$ cat config.mk
export PLATFORM = sky130hd
export DESIGN_NAME = tgt_hold_ctrl
export DESIGN_NICKNAME = d
export VERILOG_FILES = /design/src/rtl/tgt_hold_pkg.sv /design/src/rtl/pd_filter.sv /design/src/rtl/release_timer.sv /design/src/rtl/tgt_hold_ctrl.sv
export SDC_FILE = /design/constraint.sdc
export NUM_CORES = 1
export LEC_CHECK = 0
export BUFFER_PORTS_ARGS = -buffer_cell sky130_fd_sc_hd__buf_2
export CORE_UTILIZATION = 60
export CTS_CLUSTER_SIZE = 8
export DETAILED_ROUTE_END_ITERATION = 8
export HOLD_SLACK_MARGIN = 0.08
export PLACE_DENSITY = 0.78
export SYNTH_ARGS = -nofsm -noshare
export SYNTH_HDL_FRONTEND = slang
export SYNTH_SLANG_ARGS = --single-unit
$ cat constraint.sdc
create_clock -name clk -period 2.63 [get_ports clk]
set_input_delay 0.789 -clock clk [delete_from_list [all_inputs] [get_ports clk]]
set_output_delay 0.789 -clock clk [all_outputs]
set_load 0.02 [all_outputs]
$ cat src/rtl/tgt_hold_pkg.sv
package tgt_hold_pkg;

    typedef enum logic [1:0] {
        ST_NO_TARGET    = 2'd0,
        ST_HOLD_RESET   = 2'd1,
        ST_RELEASE_WAIT = 2'd2,
        ST_ACTIVE       = 2'd3
    } hold_state_e;

    typedef struct packed {
        logic trst_n;
        logic emu0_low;
        logic emu1_high;
        logic led;
    } pin_drive_t;

    function automatic pin_drive_t pins_for(hold_state_e st);
        pin_drive_t p;
        p.trst_n    = (st == ST_RELEASE_WAIT) || (st == ST_ACTIVE);
        p.emu0_low  = (st != ST_ACTIVE);
        p.emu1_high = (st == ST_NO_TARGET) || (st == ST_HOLD_RESET);
        p.led       = (st != ST_NO_TARGET);
        return p;
    endfunction

endpackage

$ cat src/rtl/pd_filter.sv
module pd_filter #(
    parameter int SYNC_STAGES     = 2,
    parameter int DEBOUNCE_CYCLES = 16
) (
    input  logic clk,
    input  logic rst_n,
    input  logic pd_async,
    output logic pd_ok
);
    localparam int CNT_W = $clog2(DEBOUNCE_CYCLES + 1);
    localparam int MSB   = SYNC_STAGES - 1;

    typedef struct packed {
        logic [SYNC_STAGES-1:0] sync;
        logic                   stable;
        logic [CNT_W-1:0]       cnt;
    } filt_t;

    filt_t filt_d, filt_q;

    always_comb begin
        filt_d      = filt_q;
        filt_d.sync = {filt_q.sync[SYNC_STAGES-2:0], pd_async};
        if (filt_q.sync[MSB] == filt_q.stable) begin
            filt_d.cnt = '0;
        end else if (filt_q.cnt == CNT_W'(DEBOUNCE_CYCLES - 1)) begin
            filt_d.stable = filt_q.sync[MSB];
            filt_d.cnt    = '0;
        end else begin
            filt_d.cnt = filt_q.cnt + 1'b1;
        end
    end

    always_ff @(posedge clk) begin
        if (!rst_n) begin
            filt_q <= '0;
        end else begin
            filt_q <= filt_d;
        end
    end

    assign pd_ok = filt_q.stable;

    AST_FLIP_AFTER_WINDOW: assert property (@(posedge clk) disable iff (!rst_n)
        (pd_ok != $past(pd_ok)) |-> ($past(filt_q.cnt) == CNT_W'(DEBOUNCE_CYCLES - 1)));

endmodule

$ cat src/rtl/release_timer.sv
module release_timer #(
    parameter int LIMIT = 1000
) (
    input  logic clk,
    input  logic rst_n,
    input  logic run,
    output logic done
);
    localparam int CNT_W = $clog2(LIMIT + 1);

    logic [CNT_W-1:0] cnt_d, cnt_q;

    assign done = run && (cnt_q == CNT_W'(LIMIT - 1));

    always_comb begin
        if (!run || done) begin
            cnt_d = '0;
        end else begin
            cnt_d = cnt_q + 1'b1;
        end
    end

    always_ff @(posedge clk) begin
        if (!rst_n) begin
            cnt_q <= '0;
        end else begin
            cnt_q <= cnt_d;
        end
    end

    AST_TIMER_BOUND: assert property (@(posedge clk) disable iff (!rst_n)
        run |-> (cnt_q < CNT_W'(LIMIT)));

endmodule

$ cat src/rtl/tgt_hold_ctrl.sv
module tgt_hold_ctrl
    import tgt_hold_pkg::*;
#(
    parameter int CLK_KHZ         = 125000,
    parameter int RELEASE_MS      = 20,
    parameter int DEBOUNCE_CYCLES = 16
) (
    input  logic clk,
    input  logic rst_n,
    input  logic pd_raw,
    input  logic session_start,
    output logic trst_n,
    output logic emu0_pull_low,
    output logic emu1_drive_high,
    output logic link_led
);
    localparam int RELEASE_CYCLES = CLK_KHZ * RELEASE_MS;

    typedef struct packed {
        hold_state_e state;
        pin_drive_t  pins;
    } ctrl_t;

    ctrl_t ctrl_d, ctrl_q;
    logic  pd_ok;
    logic  rel_run;
    logic  rel_done;

    pd_filter #(
        .SYNC_STAGES     (2),
        .DEBOUNCE_CYCLES (DEBOUNCE_CYCLES)
    ) u_pd_filter (
        .clk      (clk),
        .rst_n    (rst_n),
        .pd_async (pd_raw),
        .pd_ok    (pd_ok)
    );

    assign rel_run = (ctrl_q.state == ST_RELEASE_WAIT);

    release_timer #(
        .LIMIT (RELEASE_CYCLES)
    ) u_release_timer (
        .clk   (clk),
        .rst_n (rst_n),
        .run   (rel_run),
        .done  (rel_done)
    );

    always_comb begin
        ctrl_d = ctrl_q;
        if (!pd_ok) begin
            ctrl_d.state = ST_NO_TARGET;
        end else begin
            unique case (ctrl_q.state)
                ST_NO_TARGET:    ctrl_d.state = ST_HOLD_RESET;
                ST_HOLD_RESET:   if (session_start) ctrl_d.state = ST_RELEASE_WAIT;
                ST_RELEASE_WAIT: if (rel_done) ctrl_d.state = ST_ACTIVE;
                ST_ACTIVE:       ctrl_d.state = ST_ACTIVE;
                default:         ctrl_d.state = ST_NO_TARGET;
            endcase
        end
        ctrl_d.pins = pins_for(ctrl_d.state);
    end

    always_ff @(posedge clk) begin
        if (!rst_n) begin
            ctrl_q.state <= ST_NO_TARGET;
            ctrl_q.pins  <= pins_for(ST_NO_TARGET);
        end else begin
            ctrl_q <= ctrl_d;
        end
    end

    assign trst_n          = ctrl_q.pins.trst_n;
    assign emu0_pull_low   = ctrl_q.pins.emu0_low;
    assign emu1_drive_high = ctrl_q.pins.emu1_high;
    assign link_led        = ctrl_q.pins.led;

    AST_LOSS_FORCES_HOLD: assert property (@(posedge clk) disable iff (!rst_n)
        !pd_ok |=> (emu0_pull_low && !trst_n && !link_led));
    AST_HOLD_PATTERN: assert property (@(posedge clk) disable iff (!rst_n)
        !trst_n |-> (emu0_pull_low && emu1_drive_high));
    AST_HOLD_UNTIL_START: assert property (@(posedge clk) disable iff (!rst_n)
        (!trst_n && !session_start) |=> !trst_n);
    AST_TRST_ON_START: assert property (@(posedge clk) disable iff (!rst_n)
        $rose(trst_n) |-> $past(session_start));
    AST_LED_NEEDS_PD: assert property (@(posedge clk) disable iff (!rst_n)
        link_led |-> $past(pd_ok));
    AST_EMU1_LET_GO: assert property (@(posedge clk) disable iff (!rst_n)
        trst_n |-> !emu1_drive_high);

endmodule

==> metrics.txt, run 1 <==
status complete, no violations; final setup fails 0; CTS max path bufs 2; fill count 188; Clock Latency Late Sink 0.34 ns; GRT Resource Usage Total 23.4%; WP data arrival roughly 2.3 ns; Starting Density around 65%; Crit Path Max Fanout 21; WP data required 2.83 ns; PnR worst setup slack 0.568 ns; Sink Count 35; Synth Warn # 0; gr ovfl total 0; DR pass1 iterations 4; crit path launch type flip-flop; Core ar. 2250 um2; Peak VDD IR 0.540 mV; TritonCTS buffer count 5; DP Wirelength around 1800 um; Net Switching 0.000170 W; Avg Cell Area, Syn 8.98 um2; post-place setup slack 0.597 ns; post-route antenna net violation count 0; Reg area between 700 and 800 um2; Max Freq 485 MHz; nets@finish 181; Root Driver clkbuf_4; Clock Skew 0.00803 ns; vias per cell 5.78; clk slew on worst S/H paths approximately 0.09 ns; post-synth top area cell dfxtp_1; DR vias 1173; Clock Power Share 33.5%; mapped cell area about 1500 um2; ranking of synthesized cells by area dfxtp_1 (48%), xor2_1 (4.8%), nor2_1 (4.4%), xnor2_1 (3.6%), a21oi_1 (3.4%); Post-Synthesis Cells 163; TritonCTS clock tree done; commonest non-fill, non-tap cell in the layout dfxtp_1; setup repair bufs after CTS 0; Worst Tran Pin Value between 0.6 and 0.7 ns; Yosys cell types 31; unrepaired setup endpoints after global routing no; io pins 8; area of the multi-input gates 721 um2; PwrDens 517 nW/um2; FP Rows 17; Die X 51.4 um; area fraction of the dominant cell type after synthesis a little under half; Hold Violations, Final 0; Cell Int Power 0.000639 W; slew margin rel. 57.2%; most frequent cells in the layout dfxtp_1 (35), nor2_1 (17), nand2_1 (12), nand3_1 (10), a21oi_1 (10); largest net degree at the start of global routing 22; post-synthesis register bit count 35; sequential area share after synthesis a little under half; Post-CTS Hold Buffers 0; critical path class flip-flop to flip-flop; Routed WL per cell about 13 um; Hold Crit Class flip-flop to flip-flop; first-pass GRT wire length around 4500 um; die area 2640 um2; Diodes inserted 0; GPL Wtd Cong around 0.9; initial antenna violation count 0; Final period util 78.4%; Worst setup EP type flip-flop; port bufs 7; DRC 0; Sw Ratio 21.1%; layout cells sized above 1 under 10%; Comb pwr share less than 1%; WL final 2560 um; final setup TNS 0 ns; H-tree Lvls 2; Synth-to-Final Area Change 6.84%; drt initial violations 32; post_cts resized 0; vias in the first global route about 1.1k; post-synth net total 170; MaxCap Viol Count 0; LEAKAGE around 0.52 nW; Tmin final 2.06 ns; Seq pwr share 65.8%; Slew Limit Fails 0; die height 51.4 um
## power by group through the flow
stage | Sequential (W) | Combinational, W | Clock [W]
floorplan | 0.000544 | 0.00000243 | 0
global placement | 0.000545 | 0.00000538 | 0
detailed placement | 0.000545 | 0.00000566 | 0
CTS | 0.000532 | 0.00000572 | 0.000278
global route | 0.000533 | 0.00000660 | 0.000302
finish | 0.000532 | 0.00000565 | 0.000271
## final cells by class
class                   instances  share of cell area, %
clock buffers                   7                   2.88
clock inverters                 1                  0.320
inverters                       6                   1.44
multi-input cells             119                   46.1
flip-flops and latches         35                   44.8
well taps                      28                   2.24
repair buffers                  7                   2.24
## critical path, cell delays in order (launching register included)
cell     delay, ns
dfxtp_1       0.40
ha_1          0.25
nand4_1       0.17
nor3_1        0.37
a211o_1       0.61
nor2_1        0.12
## stage by stage
stage | hold WS [ns] | cells | utilization (%) | cell area, um2 | power [W]
4_1_cts | 0.464 | 203 | 69.4 | 1560 | 0.000816
5_1_grt | 0.492 | 203 | 69.4 | 1560 | 0.000841
2_1_floorplan | 0.412 | 163 | - | 1460 | 0.000547
3_3_place_gp | 0.419 | 195 | 67.1 | 1510 | 0.000550
6_report | 0.464 | 203 | 69.4 | 1560 | 0.000809
3_5_place_dp | 0.439 | 195 | 67.1 | 1510 | 0.000550
## sequential cells by signal, indices dropped and copies added, names as in the netlist
register,flops
ctrl_q,2
u_pd_filter.pd_ok,1
emu1_drive_high,1
u_release_timer.cnt_q,22
u_pd_filter.filt_d,1
u_pd_filter.filt_q,6
emu0_pull_low,1
link_led,1
## final timing paths
kind	from	endpoint	slack [ns]	cells after the start
worst max-delay path	u_release_timer.cnt_q[0]	u_release_timer.cnt_q[10]	0.57	5
worst min-delay path	u_pd_filter.filt_q[0]	u_pd_filter.filt_q[0]	0.46	1
worst max register to register	u_release_timer.cnt_q[0]	u_release_timer.cnt_q[10]	0.57	5
worst min register to register	u_pd_filter.filt_q[0]	u_pd_filter.filt_q[0]	0.46	1
## metal layers
metal  GRT usage (%)  vias up  routed length (um)
li1                -      595                   -
met5               0        -                   0
met2            38.1       34                1230
met3            8.93        6                 148
met1            26.8      538                1130
met4            10.8        0                  50
## cells in the mapped netlist
cell type   n
xor2_1      8
nand3b_1    1
nor3_1      3
nand2_1    12
nand2b_1    1
xnor2_1     6
o21ai_0     9
nand3_1    10
o31ai_1     1
nor2_1     17
or3_1       8
dfxtp_1    35
mux2i_1     1
a211o_1     1
or4_1       1
buf_4       2
inv_1       6
ha_1        3
nand4_1     6
nor4_1      3
and2_1      5
a21o_1      1
and4_1      3
nor2b_1     1
a21oi_2     1
nor4b_1     1
or4b_1      1
buf_2       1
a21oi_1    10
and3_1      4
or4b_4      1
## logic make-up (layout without fill, tap and decap cells)
family / Yosys count / count (layout) / synth area share [%]
buffers and inverters: 9 / 21 / 2.91
adders and majority gates: 3 / 3 / 2.56
AOI/OAI and AO/OA: 23 / 23 / 8.72
muxes: 1 / 1 / 0.684
DFF: 35 / 35 / 47.9
xor gates and xnor gates: 14 / 14 / 8.38
and+or+nand+nor: 78 / 78 / 28.9
Power figures use the tool's default switching activity.
==> run 2: changes to the inputs <==
--- a/config.mk
+++ b/config.mk
@@ -6,11 +6,11 @@
 export NUM_CORES = 1
 export LEC_CHECK = 0
 export BUFFER_PORTS_ARGS = -buffer_cell sky130_fd_sc_hd__buf_2
-export CORE_UTILIZATION = 60
+export CORE_UTILIZATION = 58
 export CTS_CLUSTER_SIZE = 8
 export DETAILED_ROUTE_END_ITERATION = 8
 export HOLD_SLACK_MARGIN = 0.08
-export PLACE_DENSITY = 0.78
+export PLACE_DENSITY = 0.75
 export SYNTH_ARGS = -nofsm -noshare
 export SYNTH_HDL_FRONTEND = slang
 export SYNTH_SLANG_ARGS = --single-unit
==> constraint.sdc (replaced) <==
create_clock -name clk -period 2.1 [get_ports clk]
set_input_delay 0.63 -clock clk [delete_from_list [all_inputs] [get_ports clk]]
set_output_delay 0.63 -clock clk [all_outputs]
set_load 0.02 [all_outputs]
==> run 2 against run 1 <==
Compared with the run above: critical path depth did not move; via count rose by 0.85%; first-iteration DRC count fell by 28%; largest cell class unchanged; setup slack got worse by 0.30 ns; clock power rose by 28%; largest power group unchanged; routed wire length rose by 2.5%; critical path type unchanged; register-to-register slack got worse by 0.30 ns; highest routed layer unchanged; die area rose by 3.3%; sequential power rose by 25%; worst hold slack got worse by 0.011 ns; power rose by 26%.
==> metrics.txt, run 2 (same netlist as run 1, synthesis figures left out) <==
largest net degree at the start of global routing 22 (unchanged); DRC 0 (unchanged); Worst path max stage delay 0.53 ns (-0.08 ns); Layout Utilization 68.6% (-0.79 points); GRT Resource Usage Total 23.2% (-0.17 points); H-tree Lvls 2 (unchanged); Die X 52.2 um (+1.6%); Max Freq 547 MHz (+13%); DP Wirelength 1900 um (+5.9%); initial antenna violation count 0 (unchanged); vias in the first global route 1131 (+5.8%); io pins 8 (unchanged); Peak VDD IR 0.528 mV (-2.1%); Hold Crit Class flip-flop to flip-flop; Clock Skew 0.00791 ns (-0.000125 ns); most frequent cells in the layout dfxtp_1 (35), nor2_1 (17), nand2_1 (12), nand3_1 (10), a21oi_1 (10); DR vias 1183 (+0.85%); post-route antenna net violation count 0 (unchanged); Starting Density 63.7% (-1.2 points); Worst setup EP type flip-flop; Sink Count 35 (unchanged); drt initial violations 23 (-28%); post_cts resized 0 (unchanged); Crit Path Max Fanout 21 (unchanged); die height 52.2 um (+1.6%); Tmin final 1.83 ns (-0.233 ns); CTS max path bufs 2 (unchanged); Core ar. 2300 um2 (+1.9%); Worst Tran Pin Value 0.366 ns (-0.276 ns); final instance count without filler cells 204 (+0.49%); clk slew on worst S/H paths 0.10 ns (about the same); GPL Wtd Cong 0.876 (-1.6%); setup repair bufs after CTS 0 (unchanged); nets@finish 182 (+0.55%); Synth-to-Final Area Change 7.61%; slew margin rel. 75.4% (+18 points); MaxCap Viol Count 0 (unchanged); vias per cell 5.80 (+0.36%); TritonCTS buffer count 5 (unchanged); FP Rows 17 (unchanged); # placed instances 196 (+0.51%); largest reg by FF count u_release_timer.cnt_q; crit path launch type flip-flop; Clock Latency Late Sink 0.33 ns (about the same); Final period util 87.1% (+8.7 points); die area 2730 um2 (+3.3%); Post-CTS Hold Buffers 0 (unchanged); TritonCTS clock tree done; port bufs 7 (unchanged); critical path class flip-flop to flip-flop; DR pass1 iterations 4 (unchanged); Root Driver clkbuf_4; slowest stage cell, crit path or4b_1; Slew Limit Fails 0 (unchanged); PwrDens 648 nW/um2 (+25%); Hold WS 0.454 ns (-0.0106 ns); LEAKAGE 0.524 nW (+0.60%); WL final 2620 um (+2.5%); gr ovfl total 0 (unchanged); Diodes inserted 0 (unchanged); first-pass GRT wire length 4510 um (+0.60%); WP data required 2.32 ns (-0.51 ns); status complete, no violations; Regs by FF count u_release_timer.cnt_q: 22 flops, u_pd_filter.filt_q: 6 flops, ctrl_q: 2 flops; commonest non-fill, non-tap cell in the layout dfxtp_1; final setup TNS 0 ns (unchanged); unrepaired setup endpoints after global routing no; Hold Violations, Final 0 (unchanged); Final Power 0.00102 W (+26%); max FFs per register 22 (unchanged); crit-path cells or4b_1 -> nor3_1 -> a211o_1 -> buf_4 -> nor2_1; Routed WL per cell 12.9 um (+2.0%); WP data arrival 2.05 ns (-0.21 ns); final setup fails 0 (unchanged); layout cells sized above 1 9.66% (+1.1 points)
-- run 2: cell types whose count changed in the layout (fill, tap and decap cells not counted), sizes merged --
| cell | before | now |
|---|---|---|
| buf | 7 | 8 |
| clkbuf | 7 | 6 |
| clkinvlp | 0 | 1 |
-- run 2: worst paths after layout --
path                                  from                   endpoint  slack [ns]  cells past startpoint
setup reg to reg  u_release_timer.cnt_q[5]  u_release_timer.cnt_q[11]        0.27                      5
hold reg to reg      u_pd_filter.filt_d[7]      u_pd_filter.filt_q[7]        0.45                      1
hold / removal       u_pd_filter.filt_d[7]      u_pd_filter.filt_q[7]        0.45                      1
setup / recovery  u_release_timer.cnt_q[5]  u_release_timer.cnt_q[11]        0.27                      5
-- run 2: stage by stage --
step	worst slack [ns]	cell area (um2)
6_report	0.271	1580
5_1_grt	0.134	1580
4_1_cts	0.266	1580
3_5_place_dp	0.290	1520
3_3_place_gp	0.320	1520
2_1_floorplan	0.522	1460
-- run 2: layout make-up --
type / instances / area, um2
fillers: 189 / 722
multi-input cells: 119 / 721
flip-flops and latches: 35 / 701
repair buffers: 8 / 42.5
clock buffers: 6 / 41.3
well taps: 28 / 35.0
inverters: 6 / 22.5
clock inverters: 2 / 12.5
-- run 2: worst max-delay path: cells and delay by family (launching register included) --
kind	cells	cell delay [ns]
AND/OR/NAND/NOR	3	0.92
AO/OA/AOI/OAI	1	0.19
flip-flops	1	0.37
buffers and inverters	1	0.24
-- run 2: report_power, final --
group          internal [W]  switching, W   total [W]
clock              0.000129      0.000218    0.000347
sequential         0.000666    0.00000110    0.000667
combinational    0.00000385    0.00000313  0.00000698
-- run 2: layer usage --
layer / up-vias / share of wire, % / track usage (%)
li1: 601 / - / -
met3: 7 / 3.5 / 7.25
met1: 555 / 44 / 25.3
met5: - / 0 / 0
met2: 20 / 51 / 39.3
met4: 0 / 2.1 / 13.6
==> run 3: changes to the inputs <==
--- a/config.mk
+++ b/config.mk
@@ -6,7 +6,10 @@
 export NUM_CORES = 1
 export LEC_CHECK = 0
 export BUFFER_PORTS_ARGS = -buffer_cell sky130_fd_sc_hd__buf_2
-export CORE_UTILIZATION = 58
+export CELL_PAD_IN_SITES_DETAIL_PLACEMENT = 0
+export CELL_PAD_IN_SITES_GLOBAL_PLACEMENT = 1
+export CORE_MARGIN = 2
+export CORE_UTILIZATION = 45
 export CTS_CLUSTER_SIZE = 8
 export DETAILED_ROUTE_END_ITERATION = 8
 export HOLD_SLACK_MARGIN = 0.08
==> run 3 against run 2 <==
Compared with the run above: flip-flop and latch count unchanged; via count down 2.7%; design area up 2.2%; first-iteration DRC count up 65%; clock-buffer cell count up 2; non-clock buffer count unchanged; routed wire length up 2.7%; global-route usage down 6.1 points; largest cell class unchanged; highest routed layer unchanged.
==> metrics.txt, run 3 (same netlist as run 1, synthesis figures left out) <==
status complete, no violations; Worst Tran Pin Value 0.362 ns (-0.00411 ns); Tmin final 1.83 ns (+0.00532 ns); WL final 2690 um (+2.7%); Crit Path Max Fanout 21 (unchanged); DP Wirelength 1970 um (+3.9%); setup repair bufs after CTS 0 (unchanged); commonest non-fill, non-tap cell in the layout dfxtp_1; area of the multi-input gates 721 um2 (unchanged); Clock Latency Late Sink 0.34 ns (about the same); final setup TNS 0 ns (unchanged); Sw Ratio 20.4% (-1.4 points); critical path class flip-flop to flip-flop; WP data arrival 2.05 ns (about the same); Layout Utilization 52.3% (-16 points); Peak VDD IR 0.551 mV (+4.3%); CP bufs+invs 1 (unchanged); Post-CTS Hold Buffers 0 (unchanged); crit-path cells ha_1 -> nand4_1 -> nor3_1 -> a211o_1 -> buf_4 -> nor2_1; GPL Wtd Cong 0.806 (-8.0%); Hold Violations, Final 0 (unchanged); Hold Crit Class flip-flop to flip-flop; Core ar. 3080 um2 (+34%); Clock Power Share 38.1% (+4.1 points); PwrDens 676 nW/um2 (+4.2%); first-pass GRT wire length 4660 um (+3.4%); Worst setup EP type flip-flop; largest reg by FF count u_release_timer.cnt_q; LEAKAGE 0.534 nW (+2.0%); die area 3730 um2 (+37%); final instance count without filler cells 220 (+7.8%); Worst path max stage delay 0.40 ns (-0.13 ns); Max Freq 545 MHz (-0.29%); slowest stage cell, crit path dfxtp_1; layout cells sized above 1 9.66% (unchanged); Synth-to-Final Area Change 10.0%; Top delay family on crit path simple AND/OR/NAND/NOR gates; post_cts resized 0 (unchanged); drt initial violations 38 (+65%); vias in the first global route 1102 (-2.6%); slew margin rel. 75.7% (+0.31 points); fill count 324 (+71%); crit path launch type flip-flop; hold path cells 1 (unchanged); Diodes inserted 0 (unchanged); CTS max path bufs 2 (unchanged); Final period util 87.3% (+0.25 points); most frequent cells in the layout dfxtp_1 (35), nor2_1 (17), nand2_1 (12), nand3_1 (10), a21oi_1 (10); GRT Resource Usage Total 17.1% (-6.1 points); FP Rows 20 (+3); unrepaired setup endpoints after global routing no; TritonCTS buffer count 5 (unchanged); # placed instances 212 (+8.2%); MaxCap Viol Count 0 (unchanged); DRC 0 (unchanged); Reg area 701 um2 (unchanged); Final Power 0.00109 W (+6.5%); io pins 8 (unchanged); Root Driver clkbuf_4; TritonCTS clock tree done; final setup fails 0 (unchanged); WP data required 2.32 ns (about the same); post-route antenna net violation count 0 (unchanged); initial antenna violation count 0 (unchanged); Clock Skew 0.00953 ns (+0.00162 ns); Comb pwr share 0.7% (about the same); clk slew on worst S/H paths 0.10 ns (about the same); nets@finish 182 (unchanged); DR vias 1151 (-2.7%); vias per cell 5.23 (-9.8%); port bufs 7 (unchanged); Routed WL per cell 12.2 um (-4.8%); R2R cell count 6 (+1); Cell Int Power 0.000866 W (+8.5%); DR pass1 iterations 4 (unchanged); Regs by FF count u_release_timer.cnt_q: 22 flops, u_pd_filter.filt_q: 6 flops, ctrl_q: 2 flops; Stages on worst setup path 6 (+1); Sink Count 35 (unchanged); gr ovfl total 0 (unchanged); H-tree Lvls 2 (unchanged); Seq pwr share 61.3% (-4.0 points); Slew Limit Fails 0 (unchanged); Starting Density 47.6% (-16 points); largest net degree at the start of global routing 22 (unchanged); Net Switching 0.000222 W (-0.43%); Die X 61.0 um (+17%); die height 61.0 um (+17%); max FFs per register 22 (unchanged)
run 3: through the flow:
stage / area (um2) / hold WS, ns / setup slack (ns)
floorplan: 1460 / 0.412 / 0.522
global placement: 1540 / 0.426 / 0.322
detailed placement: 1540 / 0.430 / 0.288
CTS: 1610 / 0.458 / 0.255
global route: 1610 / 0.478 / 0.102
finish: 1610 / 0.455 / 0.266
run 3: layout make-up:
| class | count | area share, % |
|---|---|---|
| Clock buffer | 8 | 4.27 |
| Inverter | 6 | 1.40 |
| Multi-Input combinational cell | 119 | 44.8 |
| Sequential cell | 35 | 43.5 |
| Tap cell | 44 | 3.42 |
| Timing Repair Buffer | 8 | 2.64 |
run 3: path summary, 6_finish.rpt:
check                                              start                       end  slack (ns)
worst min register to register     u_pd_filter.filt_d[7]     u_pd_filter.filt_q[7]        0.46
worst max register to register  u_release_timer.cnt_q[0]  u_release_timer.cnt_q[2]        0.27
worst min-delay path               u_pd_filter.filt_d[7]     u_pd_filter.filt_q[7]        0.46
worst max-delay path            u_release_timer.cnt_q[0]  u_release_timer.cnt_q[2]        0.27
run 3: power groups by stage:
stage | logic, W | registers [W] | clock network [W]
6_report | 0.00000712 | 0.000667 | 0.000414
3_3_place_gp | 0.00000687 | 0.000682 | 0
3_5_place_dp | 0.00000727 | 0.000682 | 0
2_1_floorplan | 0.00000305 | 0.000682 | 0
5_1_grt | 0.00000839 | 0.000667 | 0.000450
4_1_cts | 0.00000734 | 0.000667 | 0.000429
run 3: worst reg2reg max path, cell delays in order (launching register included):
cell	delay [ns]
dfxtp_1	0.40
ha_1	0.24
nand4_1	0.19
nor3_1	0.39
a211o_1	0.18
buf_4	0.24
nor2_1	0.08
run 3: routing by layer:
metal	vias up	wire, um	track usage [%]	share of wire [%]
met3	6	74	5.67	2.7
met2	8	1290	30.4	48
met4	0	44	6.52	1.6
met5	-	0	0	0
li1	597	-	-	-
met1	540	1280	18.9	48
